<file path="src/rtl/hdiv_pkg.sv">
package hdiv_pkg;
   localparam int MODE_W    = 3;
   localparam int NUM_MODES = 1 << MODE_W;

   typedef struct packed {
      logic       ntsc;
      logic [1:0] scheme;
   } vmode_t;

   function automatic logic [MODE_W-1:0] mode_index(input vmode_t m);
      return {m.ntsc, m.scheme};
   endfunction
endpackage

</file>
<file path="src/rtl/hdiv_mode_table.sv">
module hdiv_mode_table
   import hdiv_pkg::*;
#(
   parameter int                           LEN_W     = 12,
   parameter int                           CNT_W     = 10,
   parameter logic [NUM_MODES*LEN_W-1:0]   LEN_TABLE = '0,
   parameter logic [MODE_W-1:0]            HALF_CODE = 3'b001
) (
   input  logic [MODE_W-1:0] code,
   output logic [CNT_W-1:0]  last_base,
   output logic              is_half
);
   logic [CNT_W-1:0] last_of [NUM_MODES];

   for (genvar i = 0; i < NUM_MODES; i++) begin : g_entry
      localparam logic [LEN_W-1:0] ENT_LEN  = LEN_TABLE[i*LEN_W +: LEN_W];
      localparam logic [LEN_W-1:0] ENT_LAST = ENT_LEN - LEN_W'(1);
      if (ENT_LEN < 2) begin : g_too_short
         $error("hdiv_mode_table: entry %0d shorter than two cycles", i);
      end
      if (int'(ENT_LEN) >= (1 << CNT_W) - 1) begin : g_too_long
         $error("hdiv_mode_table: entry %0d does not fit the counter", i);
      end
      assign last_of[i] = CNT_W'(ENT_LAST);
   end

   always_comb begin
      last_base = last_of[code];
      is_half   = (code == HALF_CODE);
   end
endmodule

</file>
<file path="src/rtl/hdiv_line_ctr.sv">
module hdiv_line_ctr
   import hdiv_pkg::*;
#(
   parameter int CNT_W = 10
) (
   input  logic              clk,
   input  logic              rst_n,
   input  logic [MODE_W-1:0] mode_in,
   input  logic [CNT_W-1:0]  last_base,
   input  logic              is_half,
   output logic [MODE_W-1:0] act_code,
   output logic [CNT_W-1:0]  pix_cnt,
   output logic              line_pulse
);
   logic             long_phase;
   logic [CNT_W-1:0] last_val;
   logic             at_end;

   always_comb begin
      last_val = last_base + CNT_W'(is_half & long_phase);
      at_end   = (pix_cnt == last_val);
   end

   always_ff @(posedge clk or negedge rst_n) begin
      if (!rst_n) begin
         pix_cnt    <= '0;
         line_pulse <= 1'b0;
         long_phase <= 1'b0;
         act_code   <= '0;
      end else begin
         if (pix_cnt == '0) begin
            act_code <= mode_in;
         end
         if (at_end) begin
            pix_cnt    <= '0;
            line_pulse <= 1'b1;
            if (is_half) begin
               long_phase <= ~long_phase;
            end
         end else begin
            pix_cnt    <= pix_cnt + CNT_W'(1);
            line_pulse <= 1'b0;
         end
      end
   end
endmodule

</file>
<file path="src/rtl/hdiv_half_clk.sv">
module hdiv_half_clk (
   input  logic clk,
   input  logic rst_n,
   output logic half_clk
);
   always_ff @(posedge clk or negedge rst_n) begin
      if (!rst_n) begin
         half_clk <= 1'b0;
      end else begin
         half_clk <= ~half_clk;
      end
   end
endmodule

</file>
<file path="src/rtl/hline_divider.sv">
module hline_divider
   import hdiv_pkg::*;
#(
   parameter int                          CNT_W     = 10,
   parameter int                          LEN_W     = 12,
   parameter logic [NUM_MODES*LEN_W-1:0]  LEN_TABLE = {12'd390, 12'd455, 12'd800, 12'd858,
                                                       12'd472, 12'd480, 12'd567, 12'd864},
   parameter logic [MODE_W-1:0]           HALF_CODE = 3'b001
) (
   input  logic             clk,
   input  logic             rst_n,
   input  logic [2:0]       mode,
   output logic             line_pulse,
   output logic             half_clk,
   output logic [CNT_W-1:0] pix_cnt
);
   function automatic int table_max(input logic [NUM_MODES*LEN_W-1:0] t);
      int m = 0;
      for (int i = 0; i < NUM_MODES; i++) begin
         if (int'(t[i*LEN_W +: LEN_W]) > m) m = int'(t[i*LEN_W +: LEN_W]);
      end
      return m;
   endfunction

   localparam int MAX_LEN = table_max(LEN_TABLE) + 1;

   if (LEN_W < CNT_W) begin : g_bad_width
      $error("hline_divider: LEN_W must be at least CNT_W");
   end
   if (MODE_W != 3) begin : g_bad_mode
      $error("hline_divider: mode port assumes a 3-bit code");
   end

   vmode_t            mode_s;
   logic [MODE_W-1:0] act_code;
   logic [CNT_W-1:0]  last_base;
   logic              is_half;

   assign mode_s = vmode_t'(mode);

   hdiv_mode_table #(
      .LEN_W     (LEN_W),
      .CNT_W     (CNT_W),
      .LEN_TABLE (LEN_TABLE),
      .HALF_CODE (HALF_CODE)
   ) u_table (
      .code      (act_code),
      .last_base (last_base),
      .is_half   (is_half)
   );

   hdiv_line_ctr #(
      .CNT_W (CNT_W)
   ) u_ctr (
      .clk        (clk),
      .rst_n      (rst_n),
      .mode_in    (mode_index(mode_s)),
      .last_base  (last_base),
      .is_half    (is_half),
      .act_code   (act_code),
      .pix_cnt    (pix_cnt),
      .line_pulse (line_pulse)
   );

   hdiv_half_clk u_half (
      .clk      (clk),
      .rst_n    (rst_n),
      .half_clk (half_clk)
   );
endmodule

</file>
<file path="config.mk">
export PLATFORM = sky130hd
export DESIGN_NAME = hline_divider
export DESIGN_NICKNAME = d
export VERILOG_FILES = /design/src/rtl/hdiv_pkg.sv /design/src/rtl/hdiv_mode_table.sv /design/src/rtl/hdiv_line_ctr.sv /design/src/rtl/hdiv_half_clk.sv /design/src/rtl/hline_divider.sv
export SDC_FILE = /design/constraint.sdc
export NUM_CORES = 1
export LEC_CHECK = 0
export ABC_CLOCK_PERIOD_IN_PS = 4700
export BUFFER_PORTS_ARGS = -buffer_cell sky130_fd_sc_hd__buf_2
export CAP_MARGIN = 0
export CORE_UTILIZATION = 45
export CTS_CLUSTER_DIAMETER = 40
export CTS_CLUSTER_SIZE = 16
export DETAILED_ROUTE_END_ITERATION = 10
export PLACE_DENSITY = 0.65
export SKIP_LAST_GASP = 1
export SLEW_MARGIN = 5
export SYNTH_ARGS = -nofsm -noshare
export SYNTH_HDL_FRONTEND = slang
export SYNTH_SLANG_ARGS = --single-unit
</file>
<file path="constraint.sdc">
create_clock -name clk -period 4.7 [get_ports clk]
set_input_delay 0.94 -clock clk [delete_from_list [all_inputs] [get_ports clk]]
set_output_delay 0.94 -clock clk [all_outputs]
set_load 0.1 [all_outputs]
</file>
==> results.json, run 1 <==
{
  "status": "finished clean",
  "grt_antenna_before_repair": 0,
  "ctsHtreeMaxLevel": 1,
  "synth_compound_gate_area_share_pct": 11.0,
  "worst_ep_arrival_time_ns": 3.70,
  "routed_wl_um": 2170,
  "clock-skew-final_ns": 0.00280,
  "worst-setup-path-type": "flip-flop to flip-flop",
  "finalInstanceArea_mm2": 0.00120,
  "max-cap-violations": 0,
  "finalCriticalPeriod_ns": 3.56,
  "netlist.top_cell.by_area": "sky130_fd_sc_hd__dfrtp_1",
  "place.port_buffers": 16,
  "critical-path-slowest-cell": "sky130_fd_sc_hd__nor2_1",
  "synth_seq_cells": 16,
  "ys_dominant_reg_cell": "sky130_fd_sc_hd__dfrtp_1",
  "relative_slew_slack_pct": 56.5,
  "cts_tree": "done",
  "rsz0062_at_grt": "no",
  "drt_pre_antenna_iters": 4,
  "synth_cells": 116,
  "chipWidth_um": 51.2,
  "seq_area_frac_synth_pct": 36.7,
  "fin_ws_ns": 1.14,
  "dp_slack_ns": 1.15,
  "timing.final.setup_violations": 0,
  "startpoint": "u_ctr.act_code[1]$_DFFE_PN0N_",
  "timing.critical_path.from_type": "flip-flop",
  "post_synth_most_frequent_cells": "sky130_fd_sc_hd__dfrtp_1 (16), sky130_fd_sc_hd__nor2_1 (16), sky130_fd_sc_hd__xor2_1 (9)",
  "avgSynthCellArea_um2": 9.41,
  "yosysWarningCount": 0,
  "fin_tns_setup_ns": 0,
  "hold_start": "u_half.half_clk$_DFF_PN0_",
  "synth_fp_nets": 129,
  "avgViaCountPerCell": 5.56,
  "end_kind": "flip-flop",
  "fmaxAchievable_ghz": 0.281,
  "track_usage_pct": 19.2,
  "maxSlewViolCount": 0,
  "synth-async-reset-ratio_pct": 100,
  "worst_hold_class": "flip-flop to flip-flop",
  "row_count": 17,
  "path_buf_inv": 1,
  "synth_largest_type_area_fraction_pct": 36.7,
  "clock_tree_root_driver_cell": "sky130_fd_sc_hd__clkbuf_4",
  "synth_simple_gate_area_share_pct": 21.7,
  "synthDistinctLibCells": 38,
  "pin_count": 17,
  "postPlaceCellArea_mm2": 0.00118,
  "cp_common_cell": "sky130_fd_sc_hd__ha_1",
  "design.core.area_mm2": 0.00225,
  "timing.rr.start": "u_ctr.act_code[1]$_DFFE_PN0N_",
  "design.die.area_mm2": 0.00263,
  "numCtsBuffers": 3,
  "drt-wirelength-per-cell_um": 13.7,
  "synth_edf_count": 0,
  "mappedNetlistArea_mm2": 0.00109,
  "vias": 878,
  "drc": 0,
  "worst_path_maximum_fanout": 11,
  "post_cts.resized_instances": 0,
  "dp_hpwl_um": 1650,
  "clk_pin_slew_worst_paths_ns": 0.08,
  "fin_crit_sh_pct": 75.8,
  "place_congestion": 0.821,
  "worst_path_cell_chain": "inv_1 > ha_1 > nor2b_1 > and2_1 > ha_1 > ha_1 > and3b_1 > or4b_1 > a21oi_1 > o32ai_1 > nor2_1 > nor2_1",
  "ant_nets": 0,
  "worst_skew_pair.late_latency_ns": 0.28,
  "timing.critical_path.max_delay_family": "simple AND/OR/NAND/NOR gates",
  "grt_remaining_overflow": 0,
  "initial_core_util_pct": 48.4,
  "critical_path_required_ns": 4.84,
  "clock_path_buffers": 2,
  "grt_pass1_vias": 837,
  "die_y_um": 51.2,
  "design.final.nets": 145,
  "clkSinkCount": 16,
  "syn_to_final_growth_pct": 9.98,
  "report.final.hold_viol_count": 0,
  "cts_hold_buf": 0,
  "yosys-top-cells-area": "sky130_fd_sc_hd__dfrtp_1 (37%), sky130_fd_sc_hd__ha_1 (9.2%), sky130_fd_sc_hd__xor2_1 (7.2%)",
  "antenna_cells_inserted": 0,
  "worst_pin_slew_ns": 0.651,
  "synth_top_family_by_area": "simple AND/OR/NAND/NOR gates",
  "synthAdderAreaFrac_pct": 9.17,
  "number_of_buffers_inserted_by_post_cts_setup_repair": 0,
  "post_synth_xor_area_fraction_pct": 12.0,
  "synth.area.mux_share_pct": 4.01,
  "drtIter0Drc": 18,
  "grt_start_max_net_pins": 17,
  "global_route_wire_length_before_repair_um": 3740,
  "share_of_cells_above_drive_strength_1_pct": 18.5,
  "max_stage_delay_ns": 0.54
}
## stage by stage
stage	cells	hold WS [ns]	utilization, %
final	158	0.410	53.2
after detailed placement	155	0.404	52.2
after global placement	155	0.399	52.2
after CTS	158	0.417	53.2
after floorplan	116	0.434	-
after global routing	158	0.428	53.2
## flip-flops by register name, summed over array words and instances, names as in the netlist
register / count
u_ctr.pix_cnt: 10
u_ctr.act_code: 3
u_ctr.line_pulse: 1
u_ctr.long_phase: 1
u_half.half_clk: 1
## cells in the final DEF (no fill, tap or decap), types with 2 or more instances in the layout
cell type,count
sky130_fd_sc_hd__nand3_1,7
sky130_fd_sc_hd__buf_2,16
sky130_fd_sc_hd__and3_1,2
sky130_fd_sc_hd__nand2_1,3
sky130_fd_sc_hd__inv_1,8
sky130_fd_sc_hd__nor3_1,2
sky130_fd_sc_hd__o32ai_1,2
sky130_fd_sc_hd__ha_1,8
sky130_fd_sc_hd__nor2b_1,2
sky130_fd_sc_hd__o21a_1,2
sky130_fd_sc_hd__o21ai_0,3
sky130_fd_sc_hd__xor2_1,9
sky130_fd_sc_hd__nor2_1,16
sky130_fd_sc_hd__mux2_2,3
sky130_fd_sc_hd__clkbuf_4,3
sky130_fd_sc_hd__a21oi_1,2
sky130_fd_sc_hd__or4b_1,2
sky130_fd_sc_hd__dfrtp_1,16
sky130_fd_sc_hd__xnor2_1,6
## kinds of logic after synthesis
group           Yosys count
compound gates           17
xor+xnor                 15
fa+ha+maj                 8
buf+inv                  13
flops                    16
mux                       4
simple gates             43
## worst paths after layout
check / endpoint / slack, ns / depth (start not counted)
min in group asynchronous: u_ctr.pix_cnt[0]$_DFF_PN0_ / 0.55 / 1
worst max register to register: u_ctr.pix_cnt[4]$_DFF_PN0_ / 1.14 / 12
worst min register to register: u_half.half_clk$_DFF_PN0_ / 0.41 / 1
worst max-delay path: u_ctr.pix_cnt[4]$_DFF_PN0_ / 1.14 / 12
max in group asynchronous: u_ctr.pix_cnt[9]$_DFF_PN0_ / 3.89 / 1
worst min-delay path: u_half.half_clk$_DFF_PN0_ / 0.41 / 1
## cell type report
cell class	count	area, µm²
tap	28	35.0
inverter	8	30.0
timing repair buffer	16	80.1
fill	229	1050
clock buffer	3	22.5
sequential	16	400
multi-input combinational	87	632
## per-layer routing
metal	track usage [%]	up-vias	part of all wire [%]
met4	8.56	0	1.6
li1	-	431	-
met2	30.7	20	47
met3	2.68	4	4.0
met5	0	-	0
met1	25.7	423	47
Power of run 1 is left out: the tool's default activity adds up to more than one toggle a clock period on the data nets, which glitch-free logic cannot reach.
==> run 2: changes to the inputs <==
--- a/config.mk
+++ b/config.mk
@@ -5,7 +5,7 @@
 export SDC_FILE = /design/constraint.sdc
 export NUM_CORES = 1
 export LEC_CHECK = 0
-export ABC_CLOCK_PERIOD_IN_PS = 4700
+export ABC_CLOCK_PERIOD_IN_PS = 3600
 export BUFFER_PORTS_ARGS = -buffer_cell sky130_fd_sc_hd__buf_2
 export CAP_MARGIN = 0
 export CORE_UTILIZATION = 45
==> constraint.sdc (replaced) <==
create_clock -name clk -period 3.6 [get_ports clk]
set_input_delay 0.72 -clock clk [delete_from_list [all_inputs] [get_ports clk]]
set_output_delay 0.72 -clock clk [all_outputs]
set_load 0.1 [all_outputs]
==> results.json, run 2 (synthesis gave the netlist of run 1 again) <==
{
  "ant_nets": 0,
  "drt_pre_antenna_iters": 4,
  "grt_pass1_vias": 797,
  "numCtsBuffers": 3,
  "die_y_um": 51.2,
  "number_of_buffers_inserted_by_post_cts_setup_repair": 0,
  "finalCriticalPeriod_ns": 3.23,
  "drt-wirelength-per-cell_um": 13.5,
  "fin_ws_ns": 0.368,
  "pwr_dens_mw_per_mm2": 927,
  "drc": 0,
  "worst_path_maximum_fanout": 9,
  "p_leak_nw": 0.580,
  "clkSinkCount": 16,
  "worst_ep_arrival_time_ns": 3.45,
  "cts_tree": "done",
  "maxSlewViolCount": 0,
  "place_congestion": 0.841,
  "dp.cells": 156,
  "design.core.area_mm2": 0.00225,
  "worst-setup-path-type": "flip-flop to flip-flop",
  "critical_path_required_ns": 3.82,
  "worst_pin_slew_ns": 0.486,
  "place.port_buffers": 16,
  "clock-skew-final_ns": 0.00131,
  "antenna_cells_inserted": 0,
  "dp_hpwl_um": 1640,
  "syn_to_final_growth_pct": 11.9,
  "worst_hold_class": "input pin to async pin",
  "row_count": 17,
  "drtIter0Drc": 12,
  "report.final.hold_viol_count": 0,
  "largest_register_ff_count": 10,
  "clock_tree_root_driver_cell": "sky130_fd_sc_hd__clkbuf_4",
  "worst_skew_pair.late_latency_ns": 0.28,
  "global_route_wire_length_before_repair_um": 3620,
  "grt_start_max_net_pins": 17,
  "clk_pin_slew_worst_paths_ns": 0.09,
  "share_of_cells_above_drive_strength_1_pct": 19.7,
  "stdcell_count": 160,
  "timing.final.setup_violations": 0,
  "layout_top_registers": "u_ctr.pix_cnt x10, u_ctr.act_code x3",
  "grt_remaining_overflow": 0,
  "rsz0062_at_grt": "no",
  "timing.critical_path.from_type": "flip-flop",
  "total_power_draw_mw": 1.13,
  "design.die.area_mm2": 0.00263,
  "chipWidth_um": 51.2,
  "final_cell_mix": "sky130_fd_sc_hd__nor2_1 (16), sky130_fd_sc_hd__buf_2 (16), sky130_fd_sc_hd__dfrtp_1 (16)",
  "fillers": 220,
  "pin_count": 17,
  "largest_register": "u_ctr.pix_cnt",
  "cts_hold_buf": 0,
  "track_usage_pct": 18.6,
  "initial_core_util_pct": 48.4,
  "ctsHtreeMaxLevel": 1,
  "irDropWorstVdd_mv": 0.616,
  "design.final.nets": 146,
  "status": "finished clean",
  "clock_path_buffers": 2,
  "routed_wl_um": 2170,
  "dp_slack_ns": 0.399,
  "avgViaCountPerCell": 5.53,
  "max-cap-violations": 0,
  "fin_tns_setup_ns": 0,
  "fin_crit_sh_pct": 89.8,
  "end_kind": "flip-flop",
  "post_cts.resized_instances": 0,
  "grt_antenna_before_repair": 0,
  "vias": 884,
  "fmaxAchievable_ghz": 0.309,
  "relative_slew_slack_pct": 67.8
}
-- run 2: cell types whose count changed in the layout (fill, tap and decap cells not counted), sizes merged --
cell,before,now
clkbuf,3,4
buf,16,17
-- run 2: path summary, 6_finish.rpt --
kind / from / to / slack, ns / cells after the start
worst max register to register: u_ctr.act_code[1]$_DFFE_PN0N_ / u_ctr.long_phase$_DFFE_PN0P_ / 0.37 / 12
min in group clk: u_half.half_clk$_DFF_PN0_ / u_half.half_clk$_DFF_PN0_ / 0.41 / 1
worst max-delay path: u_ctr.act_code[1]$_DFFE_PN0N_ / u_ctr.long_phase$_DFFE_PN0P_ / 0.37 / 12
worst min register to register: u_half.half_clk$_DFF_PN0_ / u_half.half_clk$_DFF_PN0_ / 0.41 / 1
worst min-delay path: rst_n / u_ctr.pix_cnt[0]$_DFF_PN0_ / 0.33 / 1
max in group asynchronous: rst_n / u_ctr.pix_cnt[9]$_DFF_PN0_ / 3.01 / 1
-- run 2: layout make-up --
cell class / count / area, µm² / area share [%]
repair buffers: 17 / 87.6 / 7.17
well taps: 28 / 35.0 / 2.87
multi-input cells: 87 / 632 / 51.7
flip-flops and latches: 16 / 400 / 32.8
inverters: 8 / 30.0 / 2.46
clock buffers: 4 / 36.3 / 2.97
-- run 2: routing by layer --
layer,track usage [%],vias up,wire length (µm)
li1,-,437,-
met1,26.4,435,1090
met2,29.2,8,1010
met3,2.68,4,38
met4,5.41,0,24
met5,0,-,0
-- run 2: report_power, final --
group | internal [mW] | switching (mW) | leakage (nW) | total [mW]
registers | 0.234 | 0.123 | 0.197 | 0.357
logic | 0.197 | 0.460 | 0.362 | 0.657
clock network | 0.0616 | 0.0570 | 0.0210 | 0.119
total | 0.493 | 0.640 | 0.580 | 1.13
-- run 2: through the flow --
step,area [µm²],hold WS (ns),util [%]
floorplan,1090,0.424,-
global placement,1180,0.400,52.6
detailed placement,1180,0.406,52.6
CTS,1220,0.336,54.2
global route,1220,0.346,54.2
finish,1220,0.330,54.2
-- run 2: critical path, stage by stage, from the launching register on --
cell	delay [ns]
sky130_fd_sc_hd__dfrtp_1	0.52
sky130_fd_sc_hd__inv_1	0.16
sky130_fd_sc_hd__ha_1	0.26
sky130_fd_sc_hd__nor2b_1	0.17
sky130_fd_sc_hd__and2_1	0.19
sky130_fd_sc_hd__ha_1	0.23
sky130_fd_sc_hd__ha_1	0.24
sky130_fd_sc_hd__and3b_1	0.19
sky130_fd_sc_hd__or4b_1	0.49
sky130_fd_sc_hd__a21oi_1	0.18
sky130_fd_sc_hd__o32ai_1	0.13
sky130_fd_sc_hd__nor4_2	0.25
sky130_fd_sc_hd__xor2_1	0.16
Power figures use the tool's default switching activity.
